[config.mk]
export PLATFORM = sky130hd
export DESIGN_NAME = mesi_line_ctrl
export DESIGN_NICKNAME = d
export VERILOG_FILES = /design/src/rtl/mesi_pkg.sv /design/src/rtl/mesi_line_store.sv /design/src/rtl/mesi_snoop_fsm.sv /design/src/rtl/mesi_local_fsm.sv /design/src/rtl/mesi_line_ctrl.sv
export SDC_FILE = /design/constraint.sdc
export NUM_CORES = 1
export LEC_CHECK = 0
export ABC_CLOCK_PERIOD_IN_PS = 3400
export BUFFER_PORTS_ARGS = -buffer_cell sky130_fd_sc_hd__buf_2
export CELL_PAD_IN_SITES_DETAIL_PLACEMENT = 1
export CELL_PAD_IN_SITES_GLOBAL_PLACEMENT = 1
export CORE_MARGIN = 5
export CORE_UTILIZATION = 42
export DETAILED_ROUTE_END_ITERATION = 8
export MAX_ROUTING_LAYER = met4
export PLACE_DENSITY_LB_ADDON = 0.1
export SETUP_SLACK_MARGIN = 0.4
export SYNTH_ARGS = -nofsm -noshare
export SYNTH_HDL_FRONTEND = slang
export SYNTH_SLANG_ARGS = --single-unit
[constraint.sdc]
create_clock -name clk -period 3.4 [get_ports clk]
set_clock_uncertainty 0.1 [all_clocks]
set_input_delay 0.17 -clock clk [delete_from_list [all_inputs] [get_ports clk]]
set_output_delay 0.17 -clock clk [all_outputs]
set_load 0.05 [all_outputs]
[src/rtl/mesi_pkg.sv]
package mesi_pkg;
  // line coherence states
  localparam logic [1:0] ST_I = 2'd0;
  localparam logic [1:0] ST_S = 2'd1;
  localparam logic [1:0] ST_E = 2'd2;
  localparam logic [1:0] ST_M = 2'd3;

  // outgoing bus transaction kinds
  localparam logic [1:0] BUS_RD    = 2'd0;
  localparam logic [1:0] BUS_RWITM = 2'd1;
  localparam logic [1:0] BUS_INV   = 2'd2;

  // snooped transaction kinds
  localparam logic [1:0] SNP_RD    = 2'd0;
  localparam logic [1:0] SNP_RWITM = 2'd1;
  localparam logic [1:0] SNP_INV   = 2'd2;
endpackage

[src/rtl/mesi_line_store.sv]
module mesi_line_store #(
  parameter int IDX_W = 3,
  parameter int TAG_W = 9
) (
  input  logic             clk,
  input  logic             rst,
  input  logic [IDX_W-1:0] s_idx_i,
  output logic [TAG_W-1:0] s_tag_o,
  output logic [1:0]       s_st_o,
  input  logic             s_we_i,
  input  logic [1:0]       s_st_i,
  input  logic [IDX_W-1:0] l_idx_i,
  output logic [TAG_W-1:0] l_tag_o,
  output logic [1:0]       l_st_o,
  input  logic             l_we_i,
  input  logic [1:0]       l_st_i,
  input  logic             l_tag_we_i,
  input  logic [TAG_W-1:0] l_tag_i
);
  import mesi_pkg::*;
  localparam int LINES = 1 << IDX_W;

  logic [LINES-1:0][1:0] st_q;
  logic [TAG_W-1:0]      tag_mem [LINES];

  assign s_tag_o = tag_mem[s_idx_i];
  assign s_st_o  = st_q[s_idx_i];
  assign l_tag_o = tag_mem[l_idx_i];
  assign l_st_o  = st_q[l_idx_i];

  // tag memory: no reset, single write port
  always_ff @(posedge clk) begin
    if (l_tag_we_i) tag_mem[l_idx_i] <= l_tag_i;
  end

  // state bits: local write lands after the snoop write, so it wins on a shared index
  always_ff @(posedge clk) begin
    if (rst) begin
      st_q <= '0;
    end else begin
      if (s_we_i) st_q[s_idx_i] <= s_st_i;
      if (l_we_i) st_q[l_idx_i] <= l_st_i;
    end
  end


  all_invalid_after_reset_chk: assert property (@(posedge clk) disable iff (rst)
    $past(rst) |-> (st_q == '0));
endmodule

[src/rtl/mesi_snoop_fsm.sv]
module mesi_snoop_fsm (
  input  logic       valid_i,
  input  logic [1:0] op_i,
  input  logic [1:0] st_i,
  input  logic       tag_eq_i,
  output logic       wr_o,
  output logic [1:0] nxt_o,
  output logic       wb_o,
  output logic       shared_o
);
  import mesi_pkg::*;
  logic present;
  assign present = valid_i && tag_eq_i && (st_i != ST_I);

  always_comb begin
    wr_o     = 1'b0;
    nxt_o    = st_i;
    wb_o     = 1'b0;
    shared_o = 1'b0;
    if (present) begin
      unique case (op_i)
        SNP_RD: begin
          shared_o = 1'b1;
          wr_o     = 1'b1;
          nxt_o    = ST_S;
          wb_o     = (st_i == ST_M);
        end
        SNP_RWITM, SNP_INV: begin
          wr_o  = 1'b1;
          nxt_o = ST_I;
          wb_o  = (st_i == ST_M);
        end
        default: ;
      endcase
    end
  end
endmodule

[src/rtl/mesi_local_fsm.sv]
module mesi_local_fsm (
  input  logic       req_i,
  input  logic       we_i,
  input  logic [1:0] st_i,
  input  logic       tag_eq_i,
  input  logic       shared_i,
  output logic       wr_o,
  output logic       tag_wr_o,
  output logic [1:0] nxt_o,
  output logic       hit_o,
  output logic       bus_v_o,
  output logic [1:0] bus_op_o,
  output logic       evict_o
);
  import mesi_pkg::*;
  logic hit;
  assign hit = tag_eq_i && (st_i != ST_I);

  always_comb begin
    wr_o     = 1'b0;
    tag_wr_o = 1'b0;
    nxt_o    = st_i;
    hit_o    = 1'b0;
    bus_v_o  = 1'b0;
    bus_op_o = BUS_RD;
    evict_o  = 1'b0;
    if (req_i) begin
      hit_o = hit;
      if (hit) begin
        if (we_i) begin
          wr_o  = 1'b1;
          nxt_o = ST_M;
          if (st_i == ST_S) begin
            bus_v_o  = 1'b1;
            bus_op_o = BUS_INV;
          end
        end
      end else begin
        wr_o     = 1'b1;
        tag_wr_o = 1'b1;
        bus_v_o  = 1'b1;
        evict_o  = (st_i == ST_M);
        if (we_i) begin
          bus_op_o = BUS_RWITM;
          nxt_o    = ST_M;
        end else begin
          bus_op_o = BUS_RD;
          nxt_o    = shared_i ? ST_S : ST_E;
        end
      end
    end
  end
endmodule

[src/rtl/mesi_line_ctrl.sv]
module mesi_line_ctrl #(
  parameter int ADDR_W = 12,
  parameter int IDX_W  = 3
) (
  input  logic              clk,
  input  logic              rst,
  input  logic              cpu_req_i,
  input  logic              cpu_we_i,
  input  logic [ADDR_W-1:0] cpu_addr_i,
  input  logic              snp_valid_i,
  input  logic [1:0]        snp_op_i,
  input  logic [ADDR_W-1:0] snp_addr_i,
  input  logic              bus_shared_i,
  output logic              cpu_resp_o,
  output logic              cpu_hit_o,
  output logic              bus_valid_o,
  output logic [1:0]        bus_op_o,
  output logic [ADDR_W-1:0] bus_addr_o,
  output logic              evict_wb_o,
  output logic [ADDR_W-1:0] evict_addr_o,
  output logic              snp_shared_o,
  output logic              snp_wb_o,
  output logic [ADDR_W-1:0] snp_wb_addr_o
);
  import mesi_pkg::*;
  localparam int TAG_W = ADDR_W - IDX_W;

  logic [IDX_W-1:0] s_idx, l_idx;
  logic [TAG_W-1:0] s_tag, l_tag, s_tag_rd, l_tag_rd;
  logic [1:0]       s_st_rd, l_st_rd, l_st_eff;
  logic             s_wr, s_wb, s_sh;
  logic [1:0]       s_nxt;
  logic             l_wr, l_tag_wr, l_hit, l_bus_v, l_evict;
  logic [1:0]       l_nxt, l_bus_op;
  logic             same_line;

  assign s_idx = snp_addr_i[IDX_W-1:0];
  assign s_tag = snp_addr_i[ADDR_W-1:IDX_W];
  assign l_idx = cpu_addr_i[IDX_W-1:0];
  assign l_tag = cpu_addr_i[ADDR_W-1:IDX_W];

  mesi_line_store #(.IDX_W(IDX_W), .TAG_W(TAG_W)) u_store (
    .clk(clk), .rst(rst),
    .s_idx_i(s_idx), .s_tag_o(s_tag_rd), .s_st_o(s_st_rd),
    .s_we_i(s_wr), .s_st_i(s_nxt),
    .l_idx_i(l_idx), .l_tag_o(l_tag_rd), .l_st_o(l_st_rd),
    .l_we_i(l_wr), .l_st_i(l_nxt),
    .l_tag_we_i(l_tag_wr), .l_tag_i(l_tag)
  );

  mesi_snoop_fsm u_snoop (
    .valid_i(snp_valid_i), .op_i(snp_op_i), .st_i(s_st_rd),
    .tag_eq_i(s_tag_rd == s_tag),
    .wr_o(s_wr), .nxt_o(s_nxt), .wb_o(s_wb), .shared_o(s_sh)
  );

  // snoop result forwarded to a local access on the same index
  assign same_line = s_wr && (s_idx == l_idx);
  assign l_st_eff  = same_line ? s_nxt : l_st_rd;

  mesi_local_fsm u_local (
    .req_i(cpu_req_i), .we_i(cpu_we_i), .st_i(l_st_eff),
    .tag_eq_i(l_tag_rd == l_tag), .shared_i(bus_shared_i),
    .wr_o(l_wr), .tag_wr_o(l_tag_wr), .nxt_o(l_nxt), .hit_o(l_hit),
    .bus_v_o(l_bus_v), .bus_op_o(l_bus_op), .evict_o(l_evict)
  );

  always_ff @(posedge clk) begin
    if (rst) begin
      cpu_resp_o    <= 1'b0;
      cpu_hit_o     <= 1'b0;
      bus_valid_o   <= 1'b0;
      bus_op_o      <= BUS_RD;
      bus_addr_o    <= '0;
      evict_wb_o    <= 1'b0;
      evict_addr_o  <= '0;
      snp_shared_o  <= 1'b0;
      snp_wb_o      <= 1'b0;
      snp_wb_addr_o <= '0;
    end else begin
      cpu_resp_o    <= cpu_req_i;
      cpu_hit_o     <= l_hit;
      bus_valid_o   <= l_bus_v;
      bus_op_o      <= l_bus_op;
      bus_addr_o    <= cpu_addr_i;
      evict_wb_o    <= l_evict;
      evict_addr_o  <= {l_tag_rd, l_idx};
      snp_shared_o  <= s_sh;
      snp_wb_o      <= s_wb;
      snp_wb_addr_o <= snp_addr_i;
    end
  end


  rd_miss_op_chk: assert property (@(posedge clk) disable iff (rst)
    (bus_valid_o && bus_op_o == BUS_RD) |-> (cpu_resp_o && !cpu_hit_o && !$past(cpu_we_i)));

  rd_hit_quiet_chk: assert property (@(posedge clk) disable iff (rst)
    (cpu_resp_o && cpu_hit_o && !$past(cpu_we_i)) |-> !bus_valid_o);

  wr_miss_op_chk: assert property (@(posedge clk) disable iff (rst)
    (bus_valid_o && bus_op_o == BUS_RWITM) |-> (cpu_resp_o && !cpu_hit_o && $past(cpu_we_i)));

  inv_on_hit_chk: assert property (@(posedge clk) disable iff (rst)
    (bus_valid_o && bus_op_o == BUS_INV) |-> (cpu_resp_o && cpu_hit_o && $past(cpu_we_i)));

  wr_hit_op_chk: assert property (@(posedge clk) disable iff (rst)
    (cpu_resp_o && cpu_hit_o && $past(cpu_we_i) && bus_valid_o) |-> (bus_op_o == BUS_INV));

  shared_on_read_chk: assert property (@(posedge clk) disable iff (rst)
    snp_shared_o |-> ($past(snp_valid_i) && $past(snp_op_i) == SNP_RD));

  snoop_wb_cause_chk: assert property (@(posedge clk) disable iff (rst)
    snp_wb_o |-> ($past(snp_valid_i) && $past(snp_op_i) != 2'd3));

  evict_with_fill_chk: assert property (@(posedge clk) disable iff (rst)
    evict_wb_o |-> (bus_valid_o && bus_op_o != BUS_INV && !cpu_hit_o));
endmodule

Word level (Yosys, flattened, before mapping)

Memory sizes are Yosys's and may differ from the RTL's.
Index checks and enable logic that the tools add are counted.
Widths: inputs -> output; s select.

Bits in registers: 60
Memory bits (writable): 72
Input bits: 32
Output and inout port bits: 44
Word-level logic and storage cells: 87
Memories: 1

Memories:

| name            | depth | width | read ports | clocked after Yosys merged registers in | write ports | RTL line              | RTL |
|---|---|---|---|---|---|---|---|
| u_store.tag_mem | 8     | 9     | 2          | 0                                       | 1           | mesi_line_store.sv:24 | `logic [TAG_W-1:0] tag_mem [LINES];` |

$lt $le $gt $ge: 4
Equal/unequal tests: 8
Mux-type cells: 38
Bitwise gates (word level): 3
Reductions and logical operators: 15

Operators with widths:

| cell               | number |
|---|---|
| $mux 16            | 3 |
| $bwmux 16          | 2 |
| $mux 2             | 14 |
| $eq 9x9->1         | 2 |
| $mux 1             | 14 |
| $bmux 2 s3         | 2 |
| $demux 2 s3        | 2 |
| $reduce_or 3->1    | 3 |
| $lt 3x4->1 const B | 2 |
| $eq 2x2->1 const B | 3 |
| $ge 3x1->1 const B | 2 |
| $logic_and 1x1->1  | 6 |
| $reduce_or 2->1    | 3 |
| $eq 2x1->1 const B | 2 |
| $pmux 2 s2         | 1 |
| $reduce_bool 2->1  | 2 |
| $eq 3x3->1         | 1 |
| $not 1->1          | 3 |
| $logic_not 2->1    | 1 |

Logic depth before layout (Yosys ltp)

Word-level depth: 13
Gate-level depth with buffers: 13
Gate-level depth less buffers: 9

Cells and area by module

From an unflattened synthesis, not the netlist that was laid out.

Cells, all modules: 490
Area, all modules: 6197.2 sq um

Modules (own cells, without submodules):

| module          | instances | cells an instance | area each (sq um) | seq. area each (sq um) |
|---|---|---|---|---|
| mesi_line_store | 1         | 338               | 4624.4            | 2482.4 |
| mesi_line_ctrl  | 1         | 119               | 1365.1            | 820.8 |
| mesi_local_fsm  | 1         | 23                | 147.6             | 0.0 |
| mesi_snoop_fsm  | 1         | 10                | 60.1              | 0.0 |

Least setup slack after synthesis

Ideal clock, no wire load.

Path kind: reg2reg
Start: memory u_store.tag_mem[5][3]
End: memory u_store.tag_mem[2][0], enable pin
Setup time: 0.374 ns
Arrival time: 2.751 ns
Required time: 2.926 ns
Slack: 0.175 ns
Cell stages (with the launch flop): 11
Path buffers: 1
Clock period less this slack: 3.225 ns
Cell sequence: edfxtp_1 -> mux4_1 -> mux2i_1 -> xor2_1 -> nand4_1 -> nand4b_4 -> o41a_1 -> o21ai_2 -> buf_6 -> nand2_1 -> nor2_1

RTL lines:

| item            | RTL line |
|---|---|
| start, declared | mesi_line_store.sv:24 |

==> results.md <==
* Run status: finished clean
* Hold WC Path Type: in -> reg
* Die H at 132 um
* Reg2Reg Setup Slack at 0.21 ns
* Row cnt at 44
* CP endpoint kind: register
* Final Instance Area at 8290 um^2
* Reg2reg end: u_store.tag_mem[3][2]
* Flop pwr share at 42.7%
* Cell Int Power at 2.90 mW
* Core area at 14600 um^2
* Final Slew Violations at 0
* Nets@finish at 696
* Worst-Margin Slew at 0.612 ns
* Hold slack at 0.0721 ns
* Clock sink total at 129
* Worst path cell trace: mux4_1, mux2i_1, xor2_1, buf_4, nand4b_4, o41a_1, o21ai_2, buf_6, nand2_4, nor2_4, buf_6
* Sw frac at 29.0%
* Synth Warn # at 0
* Worst-Skew Late Latency at 0.43 ns
* Synth top area share at 34.4%
* Sequential share of the synthesized area at 52.6%
* Critical path fanouts, max at 8
* Starting Density at 43.0%
* FF-to-FF Start: u_store.tag_mem[5][1]
* Via/cell ratio at 5.87
* Lkg Pwr at 3.28 nW
* Critical path depth at 11
* Most frequent cell after synthesis: edfxtp_1
* Synth Net Count at 548
* Cell count after synthesis at 516
* Crit Path Category: reg -> reg
* Slew headroom at 59.2%
* Synth Flop Type: edfxtp_1
* EDFF count, synth at 72
* Num ports at 76
* CP max-delay cell: mux4_1
* Syn Area/Cell at 12.2 um^2
* Power Density at 492 nW/um^2
* # diodes at 0
* Final period util at 94.0%
* Util after Layout at 56.8%
* RSZ-0062 raised after global routing: yes
* Die W at 132 um
* Ys async rst share at 0%
* Routed wire length per instance at 25.0 um
* Final-report hold violation count at 0
* H-Tree Depth at 4
* CTS clk-pin slew, worst paths at 0.06 ns
* Post-DRT Antenna Nets at 0
* CTS tree: done
* Power share of the clock group at 42.1%
* Worst path bufs/invs at 3
* First-pass GRT wire length at 32.8 mm
* Length in cells of the worst reg-to-reg path at 11
* Worst Setup EP: u_store.tag_mem[3][2]
* Min Tclk post-route at 3.19 ns
* Logic gate share of total power at 15.3%
* CP max stage delay at 0.51 ns
* Cell variety after synth at 69
* Wirelength, routed at 21.5 mm
* # port buffers at 75
* Gr ovfl total at 0
* Peak VDD IR at 0.000401 V
* Startpoint types: register
* Inserted Clock Buffers at 17
* CP dominant cell by count: buf_6
* Top post-synthesis cells by area: edfxtp_1 34%, dfxtp_1 18%, mux4_2 4.7%
* Share of cells above drive strength 1 at 37.7%
* 1st-iter DRT viols at 464
* Root Buffer: clkbuf_16
* Final instance count without filler cells at 861
* Vias in the first global route at 5387
* Fmax at 313 MHz
* Final TNS setup at 0 ns
* DRC at 0
* Placed cell count at 798
* Total track usage at 25.3%
* Area added between synthesis and finish at 32.0%
* Placed cell areas at 7230 um^2
* DP HPWL at 15.0 mm
* Max clock buf depth at 2
* Setup violators final at 0
* Worst setup path startpoint: u_store.tag_mem[5][1]
* Synth Cell Area at 6280 um^2
* Initial DRT Pass Iterations at 4
* Largest net degree at the start of global routing at 30
* Top post-synthesis cells by count: 72 x edfxtp_1, 57 x dfxtp_1, 38 x nor2_1
* Data required time of the worst path at 3.45 ns
* Flops & latches, synth at 129
* Total number of vias at 5055
* Arr. time, crit path at 3.24 ns
* GPL Wtd Cong at 0.924
* Family with the most delay on the worst path: multiplexers
* Max-cap violations at 0
* Initial antenna violation count at 0
* Biggest area consumer among synthesized cells: edfxtp_1
* Die area at 17500 um^2
* Switching power at 1.18 mW
-- state kept, by name, indices dropped and copies added (netlist names), 2 cells and up --
signal and cells:
bus_addr_o 12, bus_op_o 2, evict_addr_o 9, snp_wb_addr_o 12
u_store.st_q 16, u_store.tag_mem 72
-- cell type report --
type	instances	area, um^2
clock buffers	17	425
well taps	184	230
repair buffers	165	1260
flip-flops and latches	129	3300
multi-input cells	337	2880
clock inverters	15	123
inverters	14	60.1
fillers	1503	6300
-- stage by stage --
| step | power (mW) | setup WS, ns |
|---|---|---|
| after global routing | 4.22 | 0.0887 |
| after CTS | 4.08 | 0.176 |
| final | 4.08 | 0.205 |
| after floorplan | 2.13 | 0.398 |
| after global placement | 2.32 | 0.0116 |
| after detailed placement | 2.33 | -0.0406 |
-- worst min path at each step --
stage | cells after the start | startpoint | slack [ns] | end
after floorplan | 0 | cpu_addr_i[3] | 0.17 | u_store.tag_mem[0][0]
after global placement | 2 | snp_addr_i[5] | 0.33 | snp_wb_addr_o[5]
after detailed placement | 2 | snp_addr_i[5] | 0.33 | snp_wb_addr_o[5]
after CTS | 3 | cpu_we_i | 0.05 | bus_op_o[0]
after global routing | 3 | cpu_we_i | 0.08 | bus_op_o[0]
final | 3 | cpu_we_i | 0.07 | bus_op_o[0]
-- cell usage in the layout, fill, tap and decap left out, types with 6 or more instances in the layout --
master,count
nor2b_1,37
nand3b_1,6
dlygate4sd3_1,20
inv_6,6
nand2_1,20
clkbuf_16,18
inv_1,9
xor2_1,13
edfxtp_1,72
o21ai_0,12
buf_2,75
nor2_1,33
o22ai_1,9
a21oi_1,18
a221oi_1,7
buf_4,49
mux2i_1,24
buf_6,12
buf_12,8
nand3_1,9
dfxtp_1,57
mux2_2,14
nand2b_1,6
mux4_2,15
-- power groups by stage --
stage | logic [mW] | registers [mW] | clock network [mW]
6_report | 0.623 | 1.74 | 1.72
3_5_place_dp | 0.564 | 1.77 | 0
5_1_grt | 0.658 | 1.74 | 1.81
2_1_floorplan | 0.275 | 1.85 | 0
4_1_cts | 0.604 | 1.74 | 1.74
3_3_place_gp | 0.555 | 1.77 | 0
-- cells by family after synthesis --
kind of cell | after synthesis | share of synthesized area (%)
compound gates | 101 | 11.7
xor+xnor | 19 | 2.65
mux | 63 | 14.6
simple gates | 154 | 14.0
flops | 129 | 52.6
buf+inv | 50 | 4.41
-- metal layers --
layer  vias to the layer above  track usage, %  part of all wire (%)
li1                       2245               -                     -
met1                      2572            33.5                    44
met2                       204            39.6                    48
met3                        34            4.58                   5.8
met4                         0            8.14                   2.1
met5                         -               -                     0
-- worst register-to-register path: cells and delay by family, from the launching register on --
| kind | cells | cell delay (ns) |
|---|---|---|
| buffers and inverters | 3 | 0.52 |
| muxes | 2 | 0.68 |
| DFF | 1 | 0.43 |
| AOI/OAI and AO/OA | 2 | 0.59 |
| xor gates and xnor gates | 1 | 0.22 |
| and+or+nand+nor | 3 | 0.36 |
-- repair_timing --
item | in CTS | in global routing
resized for setup | 28 | 25
endpoints found under the hold margin | 90 | 0
hold buffers | 20 | 0
setup buffers | 4 | 6
setup endpoints to repair | 91 | 93
gates cloned | 0 | 1
pin swaps | 7 | 17
Note: power is estimated with default switching activity, not from simulation.
